$ cat config.mk
export PLATFORM = sky130hd
export DESIGN_NAME = dma_beat_arbiter
export DESIGN_NICKNAME = d
export VERILOG_FILES = /design/src/rtl/dmarb_pkg.sv /design/src/rtl/dmarb_pend.sv /design/src/rtl/dmarb_pick.sv /design/src/rtl/dma_beat_arbiter.sv
export SDC_FILE = /design/constraint.sdc
export NUM_CORES = 1
export LEC_CHECK = 0
export ABC_AREA = 1
export BUFFER_PORTS_ARGS = -buffer_cell sky130_fd_sc_hd__buf_4
export CAP_MARGIN = 20
export CORE_MARGIN = 3
export CORE_UTILIZATION = 57
export DETAILED_ROUTE_END_ITERATION = 10
export PLACE_DENSITY_LB_ADDON = 0.1
export SKIP_LAST_GASP = 1
export SLEW_MARGIN = 10
export SYNTH_ARGS = -nofsm -noshare
export SYNTH_HDL_FRONTEND = slang
export SYNTH_SLANG_ARGS = --single-unit
$ cat constraint.sdc
create_clock -name clk -period 5.5 [get_ports clk]
set_input_delay 1.1 -clock clk [delete_from_list [all_inputs] [get_ports clk]]
set_output_delay 1.1 -clock clk [all_outputs]
set_load 0.02 [all_outputs]
$ cat src/rtl/dmarb_pkg.sv
package dmarb_pkg;
    localparam int LVLS = 4;
    localparam int LVLW = 2;

    typedef enum logic [1:0] {
        ACT_BEAT     = 2'd0,
        ACT_BLOCK    = 2'd1,
        ACT_XACT     = 2'd2,
        ACT_XACT_ALT = 2'd3
    } act_e;
endpackage

$ cat src/rtl/dmarb_pend.sv
module dmarb_pend #(
    parameter int NCH = 12
) (
    input  logic           clk,
    input  logic           rst_n,
    input  logic [NCH-1:0] en,
    input  logic [NCH-1:0] sw,
    input  logic [NCH-1:0] hw,
    input  logic [NCH-1:0] clr,
    output logic [NCH-1:0] pend
);
    typedef struct packed {
        logic [NCH-1:0] req;
    } pend_st_t;

    pend_st_t st_d, st_q;

    // set has priority over clear, disable overrides both
    always_comb begin
        st_d     = st_q;
        st_d.req = en & ((st_q.req & ~clr) | sw | hw);
    end

    always_ff @(posedge clk or negedge rst_n) begin
        if (!rst_n) st_q <= '0;
        else        st_q <= st_d;
    end

    assign pend = st_q.req;

    AST_DISABLE_DROPS: assert property (@(posedge clk) disable iff (!rst_n)
        (~en != '0) |=> ((pend & ~$past(en)) == '0));
    AST_TRIG_SETS: assert property (@(posedge clk) disable iff (!rst_n)
        (((sw | hw) & en) != '0) |=> ((pend & $past((sw | hw) & en)) == $past((sw | hw) & en)));
    AST_CLEAR_WORKS: assert property (@(posedge clk) disable iff (!rst_n)
        ((clr & ~sw & ~hw) != '0) |=> ((pend & $past(clr & ~sw & ~hw)) == '0));
endmodule

$ cat src/rtl/dmarb_pick.sv
module dmarb_pick
    import dmarb_pkg::*;
#(
    parameter int NCH = 12,
    parameter int IW  = 4
) (
    input  logic [NCH-1:0]     elig,
    input  logic [2*NCH-1:0]   prio,
    input  logic [LVLS*IW-1:0] last_flat,
    output logic               found,
    output logic [IW-1:0]      win,
    output logic [LVLW-1:0]    win_lvl
);
    logic [LVLS-1:0][NCH-1:0] lvl_mask;

    for (genvar l = 0; l < LVLS; l++) begin : g_lvl
        for (genvar c = 0; c < NCH; c++) begin : g_ch
            assign lvl_mask[l][c] = elig[c] & (prio[2*c +: 2] == LVLW'(l));
        end
    end

    logic [LVLW-1:0] top_lvl;
    logic [IW-1:0]   start;

    always_comb begin
        top_lvl = '0;
        for (int l = 0; l < LVLS; l++) begin
            if (|lvl_mask[l]) top_lvl = LVLW'(l);
        end
        start = last_flat[int'(top_lvl)*IW +: IW];
    end

    always_comb begin
        int cand;
        cand  = 0;
        found = 1'b0;
        win   = '0;
        for (int off = 1; off <= NCH; off++) begin
            cand = int'(start) + off;
            if (cand >= NCH) cand = cand - NCH;
            if (!found && lvl_mask[top_lvl][cand]) begin
                found = 1'b1;
                win   = IW'(cand);
            end
        end
    end

    assign win_lvl = top_lvl;
endmodule

$ cat src/rtl/dma_beat_arbiter.sv
module dma_beat_arbiter
    import dmarb_pkg::*;
#(
    parameter int NCH = 12
) (
    input  logic                   clk,
    input  logic                   rst_n,
    input  logic [NCH-1:0]         ch_enable,
    input  logic [NCH-1:0]         ch_suspend,
    input  logic [2*NCH-1:0]       ch_level,
    input  logic [2*NCH-1:0]       ch_action,
    input  logic [NCH-1:0]         sw_trig,
    input  logic [NCH-1:0]         hw_trig,
    input  logic                   beat_done,
    input  logic                   beat_block_end,
    input  logic                   beat_xact_end,
    output logic [NCH-1:0]         grant,
    output logic                   grant_valid,
    output logic [$clog2(NCH)-1:0] grant_idx
);
    localparam int IW = $clog2(NCH);

    typedef struct packed {
        logic                     busy;
        logic [IW-1:0]            idx;
        logic [LVLS-1:0][IW-1:0]  last;
    } arb_st_t;

    arb_st_t st_d, st_q;

    logic [NCH-1:0]  pend, elig, clr, unit_end, hi;
    logic            found;
    logic [IW-1:0]   win;
    logic [LVLW-1:0] win_lvl;

    assign elig = pend & ch_enable & ~ch_suspend;

    for (genvar c = 0; c < NCH; c++) begin : g_ch
        logic [1:0] act;
        assign act         = ch_action[2*c +: 2];
        assign unit_end[c] = (act == ACT_BEAT)
                           | ((act == ACT_BLOCK) & beat_block_end)
                           | (act[1] & beat_xact_end);
        assign clr[c]      = st_q.busy & beat_done & (st_q.idx == IW'(c)) & unit_end[c];
        assign hi[c]       = elig[c] & (ch_level[2*c +: 2] > win_lvl);
    end

    dmarb_pend #(.NCH(NCH)) u_pend (
        .clk  (clk),
        .rst_n(rst_n),
        .en   (ch_enable),
        .sw   (sw_trig),
        .hw   (hw_trig),
        .clr  (clr),
        .pend (pend)
    );

    dmarb_pick #(.NCH(NCH), .IW(IW)) u_pick (
        .elig     (elig),
        .prio     (ch_level),
        .last_flat(st_q.last),
        .found    (found),
        .win      (win),
        .win_lvl  (win_lvl)
    );

    always_comb begin
        st_d = st_q;
        if (st_q.busy) begin
            if (beat_done || !ch_enable[st_q.idx]) begin
                st_d.busy = 1'b0;
                st_d.idx  = '0;
            end
        end else if (found) begin
            st_d.busy          = 1'b1;
            st_d.idx           = win;
            st_d.last[win_lvl] = win;
        end
    end

    always_ff @(posedge clk or negedge rst_n) begin
        if (!rst_n) begin
            st_q.busy <= 1'b0;
            st_q.idx  <= '0;
            for (int l = 0; l < LVLS; l++) st_q.last[l] <= IW'(NCH - 1);
        end else begin
            st_q <= st_d;
        end
    end

    assign grant_valid = st_q.busy;
    assign grant_idx   = st_q.idx;
    assign grant       = st_q.busy ? (NCH'(1) << st_q.idx) : '0;

    AST_NEW_GRANT_ELIGIBLE: assert property (@(posedge clk) disable iff (!rst_n)
        $rose(grant_valid) |-> ((grant & $past(pend & ch_enable & ~ch_suspend)) != '0));
    AST_TOP_LEVEL: assert property (@(posedge clk) disable iff (!rst_n)
        $rose(grant_valid) |-> !$past(|hi));
    AST_GRANT_HOLD: assert property (@(posedge clk) disable iff (!rst_n)
        (grant_valid && !beat_done && ch_enable[grant_idx]) |=> (grant_valid && $stable(grant)));
    AST_RELEASE_GAP: assert property (@(posedge clk) disable iff (!rst_n)
        (grant_valid && beat_done) |=> !grant_valid);
    AST_DISABLE_RELEASE: assert property (@(posedge clk) disable iff (!rst_n)
        (grant_valid && !ch_enable[grant_idx]) |=> !grant_valid);
endmodule

; ---- After elaboration in Yosys (flattened, before gate mapping)
; Cells that the tools add are included.
[word_totals]
wordCells = 392
inputBits = 101
regBits = 33
output_inout_bits = 17
[classes]
n_eq_ne = 60
mux = 86
add_sub_neg = 24
shifts = 2
n_bitwise = 130
magnitude_cmp = 27
n_reduce_logical = 56
[op_table]
columns = operator, n
row1 = 32-bit by 5-bit greater-or-equal comparator with 1-bit output (second input constant), 12
row2 = 32-bit by 6-bit < comparator with 1-bit output (second input constant), 12
row3 = 32-bit two-way mux, 12
row4 = 32-bit by 5-bit subtractor with 32-bit output (second input constant), 12
row5 = 1-bit AND, 97
row6 = 1-bit binary-select mux with 4-bit select, 13
row7 = 4-bit two-way mux, 13
row8 = 12-bit AND, 4
row9 = 2-bit by 1-bit equality test with 1-bit output (second input constant), 24
row10 = 2-bit equality test (second input constant), 24
row11 = 2-bit zero test, 24
row12 = 1-bit two-way mux, 38
row13 = 12-bit OR reduction, 3
row14 = 4-bit by 4-bit adder with 5-bit output (second input constant), 5
row15 = 12-bit binary-select mux with 2-bit select, 1
row16 = 12-bit two-way mux, 2
row17 = 12-bit inverter, 2
row18 = 1-bit OR, 24
row19 = 12-bit OR, 2
row20 = 21-bit two-way mux, 1
row21 = 4-bit by 3-bit adder with 5-bit output (second input constant), 4
row22 = 16-bit bitwise mux, 1
row23 = 4-bit by 3-bit equality test with 1-bit output (second input constant), 4
row24 = 4-bit equality test (second input constant), 4
row25 = other kinds (20), 47

; ---- Depth between registers and ports, before layout
[logic_depth]
word_depth = 51
ltp_mapped = 41
mapped_depth_nobuf = 38

; ---- Hierarchy
; A second synthesis with hierarchy kept.
[unflattened]
cells_unflattened = 960
area_unflattened_um2 = 5476.5
[by_module_without_submodules]
columns = module, n_inst, cells_each, area_per_inst_um2, seq_area_each_um2
row1 = dmarb_pick, 1, 665, 3407.0, 0.0
row2 = dma_beat_arbiter, 1, 223, 1529.0, 540.5
row3 = dmarb_pend, 1, 72, 540.5, 300.3

; ---- Least setup slack after synthesis
; No wires, ideal clock.
[synth_timing]
kind = input to register
from = input ch_enable[5]
to = register (tool-made name)
t_arrival_ns = 4.747
required_time_ns = 5.435
stages = 38
n_path_buf = 3
path_slack_ns = 0.688
path_cell_list = nand2_1 > nor2_1 > nand2_1 > nand2_1 > nor2_4 > nand2_2 > nor2_4 > buf_6 > nand3_2 > inv_2 > nand2_2 > nand3_1 > inv_2 > buf_4 > ha_1 > inv_1 > nand4_1 > nand2_4 > (+2 left out) > inv_1 > nand3_1 > nand2_2 > nand2_1 > nand2_1 > nand2_1 > nand2_2 > buf_6 > nand4_4 > nor2_4 > nand4_1 > nor2_1 > nand4_2 > nand2_2 > inv_2 > nand2_2 > nand2_1 > nand2_1
[synth_lines]
columns = element, line
row1 = start: declaration, dma_beat_arbiter.sv:8  ; input logic [NCH-1:0] ch_enable,

; ---- Worst setup path after layout
[layout_timing]
from = input ch_enable[7]
to = register st_q (netlist bit grant_idx[1])
[layout_between]
elab_chain_cells = 50
word_cells_on_any_way = 154
classes_between = 24 x add/sub / 12 x order compare / 1 x eq/ne / 1 x shift / 81 x mux / 6 x bitwise / 29 x reduce/logical
[layout_lines]
columns = element, line
row1 = 12-bit AND (2 in series), dma_beat_arbiter.sv:36  ; assign elig = pend & ch_enable & ~ch_suspend;
row2 = 1-bit AND, dmarb_pick.sv:18  ; assign lvl_mask[l][c] = elig[c] & (prio[2*c +: 2] == LVLW'(l));
row3 = 12-bit OR reduction, dmarb_pick.sv:28  ; if (|lvl_mask[l]) top_lvl = LVLW'(l);
row4 = 1-bit two-way mux, dmarb_pick.sv:28
row5 = 2-bit two-way mux (2 in series), dmarb_pick.sv:28
row6 = 16-bit by 5-bit variable part select with 4-bit output, dmarb_pick.sv:30  ; start = last_flat[int'(top_lvl)*IW +: IW];
row7 = 4-bit by 1-bit adder with 5-bit output, dmarb_pick.sv:39  ; cand = int'(start) + off;
row8 = 32-bit by 5-bit subtractor with 32-bit output / 32-bit by 5-bit greater-or-equal comparator with 1-bit output (equally long branches), dmarb_pick.sv:40  ; if (cand >= NCH) cand = cand - NCH;
row9 = (+32 left out), n/a
row10 = 1-bit zero test, dmarb_pick.sv:41  ; if (!found && lvl_mask[top_lvl][cand]) begin
row11 = 1-bit logical AND, dmarb_pick.sv:41
row12 = 1-bit two-way mux, dmarb_pick.sv:41
row13 = 1-bit zero test, dmarb_pick.sv:41
row14 = 1-bit logical AND, dmarb_pick.sv:41
row15 = 4-bit two-way mux / 1-bit two-way mux (equally long branches), dmarb_pick.sv:41
row16 = 21-bit two-way mux / 2-bit nonzero test (equally long branches), n/a
row17 = 5-bit two-way mux / 2-bit AND reduction (equally long branches), n/a
row18 = end signal: assignment, dma_beat_arbiter.sv:87  ; st_q <= st_d;
row19 = end: declaration, dma_beat_arbiter.sv:29  ; arb_st_t st_d, st_q;
; Several ways; a longest one is shown, not always the timed one. The select of a mux whose other input is x is not followed.
; A chain may end at the register's enable or synchronous reset.

==> impl_results.md <==
- R2R cell count: 30
- Worst Hold Slack: 469 ps
- Area grow syn2layout: 28.5%
- Num rows: 34
- Worst Max-Slew Pin Slew: 531 ps
- Starting Density: 60.0%
- Peak VDD IR: 0.456 mV
- Grt ovf: 0
- # fillers: 752
- Via density: 5.57
- Mean post-synth cell area: 5.64 µm²
- Max stage delay on crit path: 370 ps
- Fin nets: 1234
- Startpoint Class: input port
- RSZ-0062 raised after global routing: yes
- WS Path Type: input port to flip-flop
- Final Hold Fails: 0
- Relative slew slack: 64.4%
- Min cycle time layout: 5310 ps
- Most frequent cell after synthesis: nand2_1
- Top cells by area, synth: nand2_1 (24%), dfrtp_1 (9.8%), nand3_1 (8.2%), inv_1 (7.3%), nor2_1 (6.9%)
- Worst hold path type: flip-flop to flip-flop
- R2r startpoint: u_pend.pend[5]
- Sequential cell area: 841 µm²
- Die area: 10600 µm²
- Library cells used by synthesis: 49
- Iter 0 DRT Violations: 464
- Clock transition at path regs: 80 ps
- Crit end category: flip-flop
- Htree depth: 2
- Syn nets: 1073
- Die Y: 103 µm
- Max Cap Viol: 0
- Drt first pass iters: 5
- # port buffers: 117
- Final WL: 18.4 mm
- Final Power: 0.00523 W
- Crit share post-route: 96.5%
- Total Routing Usage GR: 33.8%
- FMAX: 189 MHz
- Latest clock arrival within the worst-skew pair: 290 ps
- Critical-path top delay cell: mux2i_1
- Gate Count Post-Synth: 951
- Reg2reg setup slack: 730 ps
- P per Cell Area: 759 nW/µm²
- Syn. warnings: 0
- DRC Markers: 0
- Core area: 8930 µm²
- Synth Flop Type: dfrtp_1
- Asr flop ratio synth: 100%
- Reg2reg end: grant_idx[1]
- Critical Path AT: 5530 ps
- Die Width: 103 µm
- EDFF count, synth: 0
- Outcome: complete, no violations
- Initial antenna violation count: 0
- Root Buffer Master: clkbuf_8
- Top-level I/O count: 118
- Clock tree buffer depth: 2
- Number of synthesized register bits: 33
- CTS tree: yes
- Post-route ant nets: 0
- WL/cell: 15.1 µm
- Leak pwr: 3.85 nW
- CP required: 5720 ps
- Most common cell on crit path: nand2_1
- Cell taking the most area after synthesis: nand2_1
- Routed via count: 6799
- Largest net degree at the start of global routing: 34
- Max FO, Critical Path: 7
- Final setup viols: 0
- Top-area cell type share of the netlist area: 24.4%
- Footprint of the multi-input gates: 4030 µm²
- First-pass GRT wire length: 28.6 mm
- Sequential fraction of the synthesis area: 15.7%
- Layout cells sized above 1: 27.8%
- Clock Skew: 13.1 ps
- Hpwl dp: 15.2 mm
- Hold depth: 2
- Commonest cells post-synth: nand2_1 (349), inv_1 (105), nor2_1 (99)
- Synthesized cell area: 5360 µm²
- Slew Limit Fails: 0
- CTS Sinks: 33
- Total CTS buffers: 5
- Number of diodes: 0
- GPL Wtd Cong: 0.992
- Vias in the first global route: 5977
==> layer usage <==
| layer | GRT usage (%) | up-vias | share of wire (%) |
|---|---|---|---|
| met1 | 45.7 | 2995 | 41 |
| met5 | 0 | - | 0 |
| met3 | 5.62 | 65 | 9.5 |
| li1 | - | 3375 | - |
| met4 | 10.6 | 0 | 3.6 |
| met2 | 55.2 | 364 | 46 |
==> worst max path at each step <==
stage / endpoint / from / cells after the start
finish: grant_idx[1] / ch_enable[7] / 31
global route: grant_idx[3] / ch_enable[6] / 39
CTS: grant_idx[3] / ch_enable[5] / 37
detailed placement: grant_idx[3] / ch_enable[5] / 37
global placement: grant_idx[3] / ch_enable[5] / 37
floorplan: flip-flop / ch_enable[5] / 38
==> area by class of cell <==
type                    count  area share [%]
clock buffers               5           0.999
clock inverters             3           0.254
inverters                 124            6.83
multi-input cells         774            58.4
flip-flops and latches     33            12.2
well taps                 108            1.96
repair buffers            174            19.3
==> what timing repair did <==
item                                    in CTS  in global routing
buffers inserted                             0                  9
hold buffers                                 0                  0
endpoints found under the hold margin        0                  0
resized for setup                            0                 38
endpoints found under the setup margin       0                 21
==> cell usage in the layout, fill, tap and decap left out, types with 4 or more instances in the layout <==
| cell type | n |
|---|---|
| dfrtp_1 | 21 |
| nand3_2 | 12 |
| a22oi_1 | 8 |
| ha_1 | 20 |
| nand4_2 | 4 |
| nor2_4 | 12 |
| inv_2 | 16 |
| nand3_4 | 5 |
| a21oi_2 | 4 |
| clkinv_1 | 5 |
| nand3_1 | 86 |
| o21ai_0 | 42 |
| nand4_1 | 25 |
| nand2_4 | 7 |
| nor3_1 | 12 |
| inv_1 | 101 |
| clkbuf_8 | 5 |
| nor4_1 | 13 |
| o21ai_1 | 7 |
| nand2_2 | 25 |
| buf_4 | 172 |
| xor2_1 | 4 |
| nor2_1 | 91 |
| nor2_2 | 17 |
| nand2_1 | 342 |
| a21oi_1 | 11 |
| dfstp_2 | 12 |
==> through the flow <==
step	std cells	utilization, %	instance area, µm²	setup TNS [ps]	worst slack (ps)
2_1_floorplan	951	-	5360	0	688
3_3_place_gp	1204	73.9	6600	-157	-85.3
3_5_place_dp	1204	73.9	6600	-2020	-181
4_1_cts	1212	74.8	6690	0	84.7
5_1_grt	1221	77.1	6890	-431	-101
6_report	1221	77.1	6890	0	195
==> critical path, delay by kind of cell <==
family	cells	cell delay [ps]
AND/OR/NAND/NOR	15	1620
AO/OA/AOI/OAI	3	660
adder cells (fa/ha/maj)	2	390
buffers and inverters	8	1000
multiplexers	2	590
XOR/XNOR	1	140
==> power breakdown <==
group          total, W  internal [W]  switching, W
sequential     0.000429      0.000356     0.0000725
clock          0.000180     0.0000873     0.0000928
combinational   0.00462       0.00159       0.00303
==> kinds of logic after synthesis <==
group | after synthesis | share of synthesized area, %
buffers and inverters | 144 | 11.5
flip-flops | 33 | 15.7
XOR/XNOR | 5 | 0.817
AO/OA/AOI/OAI | 85 | 9.15
adder cells (fa/ha/maj) | 21 | 4.90
multiplexers | 2 | 0.443
AND/OR/NAND/NOR | 661 | 57.5
Note: power is estimated with default switching activity, not from simulation.
